File: config.mk
export PLATFORM = sky130hd
export DESIGN_NAME = spctl_top
export DESIGN_NICKNAME = d
export VERILOG_FILES = /design/src/rtl/spctl_pkg.sv /design/src/rtl/spctl_ctrl.sv /design/src/rtl/spctl_sp_bank.sv /design/src/rtl/spctl_csr_view.sv /design/src/rtl/spctl_top.sv
export SDC_FILE = /design/constraint.sdc
export NUM_CORES = 1
export LEC_CHECK = 0
export ABC_AREA = 0
export BUFFER_PORTS_ARGS = -buffer_cell sky130_fd_sc_hd__buf_4
export CORE_MARGIN = 1
export CORE_UTILIZATION = 48
export DETAILED_ROUTE_END_ITERATION = 8
export GPL_TIMING_DRIVEN = 0
export PLACE_DENSITY = 0.88
export SLEW_MARGIN = 20
export SYNTH_ARGS = -nofsm -noshare
export SYNTH_HDL_FRONTEND = slang
export SYNTH_SLANG_ARGS = --single-unit
File: constraint.sdc
create_clock -name clk -period 2.6 [get_ports clk]
set_input_delay 0.39 -clock clk [delete_from_list [all_inputs] [get_ports clk]]
set_output_delay 0.39 -clock clk [all_outputs]
set_load 0.01 [all_outputs]
File: src/rtl/spctl_pkg.sv
package spctl_pkg;

    localparam int CSR_W    = 32;
    localparam int SEL_BIT  = 1;
    localparam int PRIV_BIT = 0;

    localparam logic [CSR_W-1:0] RET_HANDLER_MAIN = 32'hFFFF_FFF1;
    localparam logic [CSR_W-1:0] RET_THREAD_MAIN  = 32'hFFFF_FFF9;
    localparam logic [CSR_W-1:0] RET_THREAD_PROC  = 32'hFFFF_FFFD;

    typedef enum logic {
        MODE_THREAD  = 1'b0,
        MODE_HANDLER = 1'b1
    } exec_mode_e;

    typedef struct packed {
        logic stk_sel;
        logic thr_unpriv;
    } ctl_bits_t;

    typedef struct packed {
        logic       valid;
        exec_mode_e mode;
        logic       set_sel;
        logic       sel_val;
    } ret_dec_t;

    function automatic ret_dec_t decode_return(input logic [CSR_W-1:0] code);
        ret_dec_t d;
        d = '{valid: 1'b0, mode: MODE_HANDLER, set_sel: 1'b0, sel_val: 1'b0};
        case (code)
            RET_HANDLER_MAIN: d = '{valid: 1'b1, mode: MODE_HANDLER, set_sel: 1'b0, sel_val: 1'b0};
            RET_THREAD_MAIN:  d = '{valid: 1'b1, mode: MODE_THREAD,  set_sel: 1'b1, sel_val: 1'b0};
            RET_THREAD_PROC:  d = '{valid: 1'b1, mode: MODE_THREAD,  set_sel: 1'b1, sel_val: 1'b1};
            default:          d = '{valid: 1'b0, mode: MODE_HANDLER, set_sel: 1'b0, sel_val: 1'b0};
        endcase
        return d;
    endfunction

    function automatic logic [CSR_W-1:0] pack_ctl(input ctl_bits_t c, input exec_mode_e m);
        logic [CSR_W-1:0] v;
        v = '0;
        v[SEL_BIT]  = (m == MODE_HANDLER) ? 1'b0 : c.stk_sel;
        v[PRIV_BIT] = c.thr_unpriv;
        return v;
    endfunction

endpackage

File: src/rtl/spctl_ctrl.sv
module spctl_ctrl
    import spctl_pkg::*;
(
    input  logic             clk,
    input  logic             rst,
    input  logic             csr_wr_en,
    input  logic             csr_priv,
    input  logic [CSR_W-1:0] csr_wdata,
    input  logic             exc_entry,
    input  logic             exc_return,
    input  logic [CSR_W-1:0] exc_code,
    output exec_mode_e       mode_q,
    output ctl_bits_t        ctl_q,
    output logic             sel_cap_q,
    output logic             fault_q,
    output logic             bad_q
);

    exec_mode_e mode_d;
    ctl_bits_t  ctl_d;
    logic       cap_d;
    logic       wr_ok;
    ret_dec_t   dec;

    always_comb begin
        dec    = decode_return(exc_code);
        wr_ok  = csr_wr_en && csr_priv;
        mode_d = mode_q;
        ctl_d  = ctl_q;
        cap_d  = sel_cap_q;
        if (wr_ok) begin
            ctl_d.thr_unpriv = csr_wdata[PRIV_BIT];
            if (mode_q == MODE_THREAD) begin
                ctl_d.stk_sel = csr_wdata[SEL_BIT];
            end
        end
        if (exc_entry) begin
            mode_d = MODE_HANDLER;
            cap_d  = ctl_q.stk_sel;
        end else if (exc_return && dec.valid) begin
            mode_d = dec.mode;
            if (dec.set_sel) begin
                ctl_d.stk_sel = dec.sel_val;
            end
        end
    end

    always_ff @(posedge clk) begin
        if (rst) begin
            mode_q    <= MODE_THREAD;
            ctl_q     <= '0;
            sel_cap_q <= 1'b0;
            fault_q   <= 1'b0;
            bad_q     <= 1'b0;
        end else begin
            mode_q    <= mode_d;
            ctl_q     <= ctl_d;
            sel_cap_q <= cap_d;
            fault_q   <= csr_wr_en && !csr_priv;
            bad_q     <= exc_return && !exc_entry && !dec.valid;
        end
    end

    // entry lands in handler mode and captures the prior select bit
    a_r8_entry_capture: assert property (@(posedge clk) disable iff (rst)
        exc_entry |=> (mode_q == MODE_HANDLER) && (sel_cap_q == $past(ctl_q.stk_sel)));

    // an unprivileged write alone leaves the control word untouched
    a_r5_unpriv_dropped: assert property (@(posedge clk) disable iff (rst)
        (csr_wr_en && !csr_priv && !exc_entry && !exc_return) |=> ($stable(ctl_q) && fault_q));

    // in handler mode only a return can move the select bit
    a_r4_handler_sel_locked: assert property (@(posedge clk) disable iff (rst)
        (mode_q == MODE_HANDLER && !exc_return) |=> $stable(ctl_q.stk_sel));

    // invalid code in handler mode keeps mode and select bit
    a_r7_bad_return_holds: assert property (@(posedge clk) disable iff (rst)
        (exc_return && !exc_entry && mode_q == MODE_HANDLER && !decode_return(exc_code).valid)
        |=> (bad_q && $stable(mode_q) && $stable(ctl_q.stk_sel)));

    // simultaneous entry and return never flags a bad return
    a_r11_entry_wins: assert property (@(posedge clk) disable iff (rst)
        (exc_entry && exc_return) |=> (!bad_q && mode_q == MODE_HANDLER));

endmodule

File: src/rtl/spctl_sp_bank.sv
module spctl_sp_bank #(
    parameter int             SP_W      = 32,
    parameter logic [SP_W-1:0] RESET_VAL = '0
) (
    input  logic            clk,
    input  logic            rst,
    input  logic            wr_en,
    input  logic [SP_W-1:0] wr_data,
    output logic [SP_W-1:0] sp_q
);

    localparam int ALIGN_BITS = 2;
    localparam logic [SP_W-1:0] ALIGN_MASK = {{(SP_W-ALIGN_BITS){1'b1}}, {ALIGN_BITS{1'b0}}};

    always_ff @(posedge clk) begin
        if (rst) begin
            sp_q <= RESET_VAL & ALIGN_MASK;
        end else if (wr_en) begin
            sp_q <= wr_data & ALIGN_MASK;
        end
    end

endmodule

File: src/rtl/spctl_csr_view.sv
module spctl_csr_view
    import spctl_pkg::*;
(
    input  logic             rd_en,
    input  logic             priv,
    input  exec_mode_e       mode,
    input  ctl_bits_t        ctl,
    output logic [CSR_W-1:0] rdata
);

    always_comb begin
        rdata = '0;
        if (rd_en && priv) begin
            rdata = pack_ctl(ctl, mode);
        end
    end

    // handler-mode reads never expose the select bit
    always_comb begin
        a_r4_handler_reads_zero: assert (!(mode == MODE_HANDLER) || rdata[SEL_BIT] == 1'b0);
    end

    // reserved bits always read as zero
    always_comb begin
        a_r2_reserved_zero: assert (rdata[CSR_W-1:2] == '0);
    end

endmodule

File: src/rtl/spctl_top.sv
module spctl_top
    import spctl_pkg::*;
#(
    parameter int              SP_W          = 32,
    parameter logic [SP_W-1:0] MAIN_SP_RESET = '0,
    parameter logic [SP_W-1:0] PROC_SP_RESET = '0
) (
    input  logic             clk,
    input  logic             rst,
    input  logic             csr_rd_en,
    input  logic             csr_wr_en,
    input  logic             csr_priv,
    input  logic [31:0]      csr_wdata,
    output logic [31:0]      csr_rdata,
    input  logic             exc_entry,
    input  logic             exc_return,
    input  logic [31:0]      exc_code,
    input  logic             sp_wr_en,
    input  logic [SP_W-1:0]  sp_wdata,
    output logic [SP_W-1:0]  sp_rdata,
    output logic             handler_mode,
    output logic             psp_active,
    output logic             thread_unpriv,
    output logic             sel_at_entry,
    output logic             access_fault,
    output logic             bad_return
);

    localparam int N_BANKS = 2;
    localparam int IDX_W   = $clog2(N_BANKS);
    localparam logic [IDX_W-1:0] IDX_MAIN = IDX_W'(0);
    localparam logic [IDX_W-1:0] IDX_PROC = IDX_W'(1);

    exec_mode_e       mode_q;
    ctl_bits_t        ctl_q;
    logic [IDX_W-1:0] act_idx;
    logic [SP_W-1:0]  bank_q [N_BANKS];

    spctl_ctrl u_ctrl (
        .clk        (clk),
        .rst        (rst),
        .csr_wr_en  (csr_wr_en),
        .csr_priv   (csr_priv),
        .csr_wdata  (csr_wdata),
        .exc_entry  (exc_entry),
        .exc_return (exc_return),
        .exc_code   (exc_code),
        .mode_q     (mode_q),
        .ctl_q      (ctl_q),
        .sel_cap_q  (sel_at_entry),
        .fault_q    (access_fault),
        .bad_q      (bad_return)
    );

    spctl_csr_view u_view (
        .rd_en (csr_rd_en),
        .priv  (csr_priv),
        .mode  (mode_q),
        .ctl   (ctl_q),
        .rdata (csr_rdata)
    );

    assign act_idx = (mode_q == MODE_THREAD && ctl_q.stk_sel) ? IDX_PROC : IDX_MAIN;

    for (genvar g = 0; g < N_BANKS; g++) begin : g_bank
        localparam logic [SP_W-1:0] RV = (g == 0) ? MAIN_SP_RESET : PROC_SP_RESET;
        spctl_sp_bank #(
            .SP_W      (SP_W),
            .RESET_VAL (RV)
        ) u_bank (
            .clk     (clk),
            .rst     (rst),
            .wr_en   (sp_wr_en && (act_idx == IDX_W'(g))),
            .wr_data (sp_wdata),
            .sp_q    (bank_q[g])
        );
    end

    assign sp_rdata      = bank_q[act_idx];
    assign handler_mode  = (mode_q == MODE_HANDLER);
    assign psp_active    = (act_idx == IDX_PROC);
    assign thread_unpriv = ctl_q.thr_unpriv;

    // a pointer write in handler mode never reaches the process bank
    a_r3_handler_main_only: assert property (@(posedge clk) disable iff (rst)
        (handler_mode && sp_wr_en) |=> $stable(bank_q[IDX_PROC]));

    // a lone pointer write reads back aligned on the same bank
    a_r9_sp_write_lands: assert property (@(posedge clk) disable iff (rst)
        (sp_wr_en && !exc_entry && !exc_return && !csr_wr_en)
        |=> (sp_rdata == {$past(sp_wdata[SP_W-1:2]), 2'b00}));

endmodule

### Word level (Yosys, flattened, before mapping)

Index checks and enable logic that the tools add are counted.

| word-level totals | value |
|---|---|
| output and inout bits | 70 |
| input bits | 104 |
| register bits | 66 |

| cells by class | value |
|---|---|
| $lt $le $gt $ge | 1 |
| reductions and logical operators | 13 |
| multiplexer cells | 14 |
| equality and inequality tests | 3 |
| bitwise logic cells | 3 |

Operators by type and width:

| operator | count |
|---|---|
| 32-bit == test, second input constant | 3 |
| 32-bit two-way mux | 3 |
| 4-bit one-hot mux with 3 select lines | 1 |
| 1-bit logical AND | 9 |
| 1-bit two-way mux | 8 |
| 2-bit two-way mux | 2 |
| 1-bit logical NOT | 3 |
| 2-bit >= comparator, second input constant | 1 |
| 1-bit inverter | 2 |
| 1-bit inverter with 2-bit output | 1 |
| 2-bit nonzero test | 1 |

### Depth between registers and ports, before layout

Gate-level depths: netlist of run 1.

| logic depth | value |
|---|---|
| depth after elaboration | 7 |
| mapped depth | 7 |

### By module

From an unflattened synthesis of run 1, not the netlist that was laid out.

| unflattened totals | value |
|---|---|
| cells, all modules | 316 |
| area, all modules | 3397.0 sq um |

Modules (own cells, without submodules):

| module | times used | cells an instance | area an instance (sq um) |
|---|---|---|---|
| spctl_sp_bank | 2 | 100 | 1114.8 |
| spctl_top | 1 | 41 | 539.3 |
| spctl_ctrl | 1 | 42 | 382.9 |
| spctl_csr_view | 1 | 33 | 245.2 |

### Least setup slack after synthesis of run 1

Ideal clock, no wire load.

| timing | value |
|---|---|
| kind | register to output |
| start point | reg u_ctrl.mode_q |
| end point | out sp_rdata[10] |
| required time | 2.210 ns |
| path slack | 1.136 ns |
| stages on the path, launching flop included | 6 |
| arrival | 1.074 ns |
| buffers on the path | 2 |
| cells stage by stage | dfxtp_1 > nand2b_1 > buf_4 > clkbuf_1 > nand2_1 > nand2_1 |

| between the ends | value |
|---|---|
| longest elaborated chain between the ends | 7 |

Ends and longest elaborated chain:

| item | line | source |
|---|---|---|
| start, declared | spctl_ctrl.sv:12 | `output exec_mode_e mode_q,` |
| start signal, assigned | spctl_ctrl.sv:56 | `mode_q <= mode_d;` |
| 1-bit inverter | - |  |
| 1-bit logical AND | spctl_top.sv:63 | `assign act_idx = (mode_q == MODE_THREAD && ctl_q.stk_sel) ? IDX_PROC : IDX_MAIN;` |
| 1-bit two-way mux | spctl_top.sv:63 |  |
| 1-bit inverter with 2-bit output (not written as such) | spctl_top.sv:79 | `assign sp_rdata = bank_q[act_idx];` |
| 32-bit two-way mux (not written as such) (3 in a row) | spctl_top.sv:79 |  |
| end, declared | spctl_top.sv:20 | `output logic [SP_W-1:0] sp_rdata,` |

Every way passes these cells. The select of a mux whose other input is x is not followed.

### Final worst setup path of run 1

| timing | value |
|---|---|
| start point | reg u_ctrl.mode_q |
| end point | out sp_rdata[20] |

The elaborated chain is that of the path after synthesis.

==> results of run 1 <==
==> cells in the mapped netlist (all sizes together) <==
master   number
buf          48
a2111oi       1
conb          1
and2          2
clkbuf       10
mux2i         2
nor4          2
nand2b        2
nand3         2
nor3b         1
a41o          1
and3          2
a21oi        62
nand2       215
nand4b        1
a311oi        1
a211oi        1
dfxtp        66
nor2b         2
inv           3
nand4         6
nor2          5
==> worst paths after layout <==
kind | startpoint | endpoint | slack [ps] | depth (start not counted)
max | u_ctrl.mode_q | sp_rdata[20] | 500 | 6
min | csr_priv | u_ctrl.fault_q | 250 | 2
max reg2reg | u_ctrl.mode_q | g_bank[1].u_bank.sp_q[25] | 1210 | 7
min reg2reg | g_bank[1].u_bank.sp_q[5] | g_bank[1].u_bank.sp_q[5] | 450 | 2
==> registers in the layout, indices dropped and copies added, names as in the netlist <==
| name | cells |
|---|---|
| g_bank.u_bank.sp_q | 60 |
| u_ctrl.ctl_q | 2 |
| u_ctrl.bad_q | 1 |
| u_ctrl.fault_q | 1 |
| u_ctrl.mode_q | 1 |
| u_ctrl.sel_cap_q | 1 |
==> metrics by stage <==
stage	std cells	total power [W]	hold WS, ps
after floorplan	467	0.001279	436.6
after global placement	651	0.001448	441.4
after detailed placement	651	0.001458	447.0
after CTS	667	0.002513	230.2
after global routing	667	0.002600	241.8
final	667	0.002502	247.7
==> power by group through the flow <==
stage / logic (W) / registers [W] / clock network, W
after floorplan: 0.000192 / 0.00109 / 0
after global placement: 0.000361 / 0.00109 / 0
after detailed placement: 0.000369 / 0.00109 / 0
after CTS: 0.000370 / 0.00107 / 0.00108
after global routing: 0.000409 / 0.00107 / 0.00112
final: 0.000371 / 0.00107 / 0.00106
==> kinds of logic (layout without fill, tap and decap cells) <==
group | count (synthesis) | in the layout | synth area share
AO/OA/AOI/OAI | 66 | 66 | 0.1143
buffers and inverters | 61 | 186 | 0.1232
flip-flops | 66 | 66 | 0.4294
multiplexers | 2 | 2 | 0.006507
other | 1 | 32 | 0.001219
AND/OR/NAND/NOR | 240 | 240 | 0.3253
==> routing by layer <==
layer | routed length (um) | global-route usage | up-vias | share of wire
met5 | 0 | 0 | - | 0
met4 | 216 | 0.1333 | 0 | 0.027
met3 | 632 | 0.04778 | 22 | 0.079
met2 | 4042 | 0.4298 | 160 | 0.51
met1 | 3085 | 0.2798 | 1373 | 0.39
li1 | - | - | 1625 | -
==> final cells by class <==
cell class / instances / share of cell area
clock buffers: 11 / 0.03475
multi-input cells: 340 / 0.3426
clock inverters: 5 / 0.02298
repair buffers: 109 / 0.1878
flip-flops and latches: 66 / 0.3033
plain buffers: 58 / 0.08443
inverters: 3 / 0.002585
well taps: 75 / 0.02154
==> flow_summary.ini, run 1 <==
[run_status]
outcome = finished, final reports clean

[floorplanning]
die_h_um = 82.06
dieArea_um2 = 6734
die_x_um = 82.06
initial_core_util = 0.5076
rows = 28
fp.coreArea_um2 = 6061
ioPinCount = 174

[clocking]
numCtsBuffers = 9
htree_levels = 3
cts_buffer_depth = 2
post_cts_buffers = 0
cts_tree = done
clock-root-buffer = clkbuf_8
insertion_delay_ps = 340
cts.reportedPaths.clkPinSlew_ps = 70
ctsHoldBuffers = 0
post_cts_resized = 0
clock_sinks = 66

[sta]
setup_slack_ps = 497.0
period_share = 0.8089
hold_viol_final = 0
rsz0062_at_grt = false
fin_crit_ps = 2103
skew_ps = 4.384
relSlewSlack = 0.6535
tightestPinTransition_ps = 519.8
fmaxAchievable_mhz = 475.5
slew_violations = 0
setup_violations = 0
tns_ps = 0

[pwr]
p_comb_frac = 0.148
sw_frac_of_total = 0.2314
switchingPower_w = 0.0005790
power_density_nw_per_um2 = 574.4
peakVddDrop_mv = 0.3128
p_seq_frac = 0.426
clockPowerShare = 0.425
p_int_w = 0.001923
p_leak_nw = 2.135

[route]
avgRoutedWirePerCell_um = 11.96
num_vias = 3180
viasPerCell = 4.768
drtIter0Drc = 115
drc = 0
ant_nets = 0
drt-total-wl_um = 7977
drtPass1Iterations = 4

[critical_path]
critPathMaxFanout = 10
end_kind = output port
crit_family = buffers and inverters
critPathRequiredTime_ps = 2210
worst-path-buf-inv = 3
worstSetupPathType = reg -> out
start_kind = register
critical_path.cell_chain = nand2b_1 -> buf_4 -> clkbuf_1 -> nand2_1 -> nand2_1 -> buf_4
critPathArrivalTime_ps = 1710
critPathMaxStageDelay_ps = 380
slowest_stage = dfxtp_1

[yosys]
synth_top_area_cell = dfxtp_1
ys_ff_latch = 66
syn_area_um2 = 3077
yosysWarnings = 0
ys_seq_area_frac = 0.4294
synth_area_leaders = dfxtp_1 43%, nand2_1 26%, a21oi_1 10%, buf_4 8.8%, buf_2 2.0%
postSynthCellCount = 436
syn_area_per_cell_um2 = 7.057
ys_types = 27
yosys.area.top_type_share = 0.4294

[global_routing]
antenna_found_initial = 0
overflow = 0
grt_pass1_wl_um = 12380
grtUsageTotal = 0.2459
grt_max_degree = 12
grt_pass1_vias = 2796

[flow_run]
drv_cap = 0

[cells_and_area]
final_layout_size_suffix_gt1_frac = 0.3091
syn_to_final_growth_pct = 41.60
utilization = 0.7188
multi_input_area_um2 = 1493
nets = 691
final_cell_area_um2 = 4357
antenna_cells = 0
seq_area_um2 = 1321
mostFrequentLayoutCells = 215 x nand2_1, 145 x buf_4, 66 x dfxtp_1
final_common_cell = nand2_1
fillers = 487

[placement]
hpwl_um = 6037
dp_slack_ps = 859.8
gp_congestion = 0.8302
place_area_um2 = 4105
io_buffer_count = 109

[hold_path]
hold_class = in -> reg
No activity file was read; power rests on OpenSTA's default activity.
==> inputs of run 2 (changes only) <==
CORE_UTILIZATION = 40   (was 48)
PLACE_DENSITY = 0.79   (was 0.88)
clock period = 1.8 ns   (was 2.6 ns; I/O delays follow)
==> run 2 against run 1 <==
Sequential cell count unchanged. Hold slack got worse by 110 ps. Combinational power up 49%. Largest cell class unchanged. Routed wire length shrank 0.65%.
==> flow_summary.ini, run 2 (synthesized netlist as in run 1, its figures left out) <==
[placement]
gp_congestion = 0.8040
hpwl_um = 5927
io_buffer_count = 109
place_area_um2 = 4135

[critical_path]
critPathMaxStageDelay_ps = 350
critical_path.cell_chain = nand2b_4 -> buf_6 -> clkinv_8 -> buf_8 -> nand2_1 -> nand2_1 -> buf_4
worstSetupPathType = reg -> out
crit_top_cell = nand2_1
end_kind = output port
critPathMaxFanout = 10
crit_family = buffers and inverters
critPathRequiredTime_ps = 1530
slowest_stage = dfxtp_2
worst-path-buf-inv = 4
critPathArrivalTime_ps = 1430
start_kind = register

[route]
drt-total-wl_um = 7925
drc = 0
num_vias = 3111
drtPass1Iterations = 4
avgRoutedWirePerCell_um = 11.47
drtIter0Drc = 128
ant_nets = 0
viasPerCell = 4.502

[clocking]
clock-root-buffer = clkbuf_8
cts_tree = done
cts_buffer_depth = 2
numCtsBuffers = 9
clock_sinks = 66
htree_levels = 3
cts.reportedPaths.clkPinSlew_ps = 60
insertion_delay_ps = 330
ctsHoldBuffers = 0

[cells_and_area]
final_cell_area_um2 = 4400
mostFrequentLayoutCells = 215 x nand2_1, 149 x buf_4, 65 x dfxtp_1
top_regs = g_bank.u_bank.sp_q: 60 flops, u_ctrl.ctl_q: 2 flops
antenna_cells = 0
final_layout_size_suffix_gt1_frac = 0.3142
nets = 694
largest_reg_flops = 60
largest_register = g_bank.u_bank.sp_q
syn_to_final_growth_pct = 43.03
utilization = 0.6003
final_common_cell = nand2_1

[sta]
tightestPinTransition_ps = 503.9
fmaxAchievable_mhz = 587.0
rsz0062_at_grt = false
tns_ps = 0
hold_viol_final = 0
skew_ps = 5.665
slew_violations = 0
fin_crit_ps = 1703
period_share = 0.9464
setup_violations = 0
relSlewSlack = 0.6641

[floorplanning]
dieArea_um2 = 8046
rows = 31
initial_core_util = 0.4197
die_h_um = 89.70
fp.coreArea_um2 = 7331
die_x_um = 89.70
ioPinCount = 174

[global_routing]
grt_pass1_wl_um = 13080
grt_max_degree = 11
grt_pass1_vias = 2960
antenna_found_initial = 0
grtUsageTotal = 0.2013
overflow = 0

[pwr]
power_density_nw_per_um2 = 714.0
peakVddDrop_mv = 0.3387
p_leak_nw = 2.128
total_power_w = 0.003142

[hold_path]
hold_class = in -> reg

[run_status]
outcome = finished, final reports clean

[flow_run]
drv_cap = 0
==> run 2: path summary, 6_finish.rpt <==
| path | from | endpoint | slack [ps] | cells past startpoint |
|---|---|---|---|---|
| max | u_ctrl.mode_q | sp_rdata[28] | 100 | 7 |
| min | csr_priv | u_ctrl.fault_q | 140 | 2 |
| max reg2reg | u_ctrl.ctl_q[1] | g_bank[1].u_bank.sp_q[17] | 300 | 8 |
| min reg2reg | g_bank[0].u_bank.sp_q[9] | g_bank[0].u_bank.sp_q[9] | 450 | 2 |
==> run 2: layout make-up <==
type	instances	area [um^2]
Clock buffer	13	158.9
Buffer	58	412.9
Timing Repair Buffer	112	858.3
Sequential cell	66	1323
Tap cell	99	123.9
Inverter	3	23.77
Multi-Input combinational cell	340	1500
Fill cell	690	2930
==> run 2: per-layer routing <==
layer	routed length, um	GRT usage
met4	69	0.08607
met5	0	0
met1	3334	0.2278
met2	4063	0.3596
met3	458	0.04738
==> run 2: power by group <==
part,leakage [nW],internal [W],switching [W],total (W)
combinational,1.51,0.000286,0.000265,0.000552
sequential,0.539,0.00152,0.0000273,0.00154
clock,0.0815,0.000554,0.000494,0.00105
==> run 2: timing repair <==
action                     in CTS  in global routing
setup endpoints to repair      30                 30
setup buffers                   0                  2
gates resized for setup        12                 14
hold endpoints to repair        0                  0
cloned                          0                  1
==> run 2: metrics by stage <==
step,instances,hold WS [ps],worst slack [ps]
floorplan,467,346.1,456.3
global placement,675,441.4,179.5
detailed placement,675,446.7,190.6
CTS,688,120.6,7.400
global route,691,130.3,8.226
finish,691,139.0,96.55
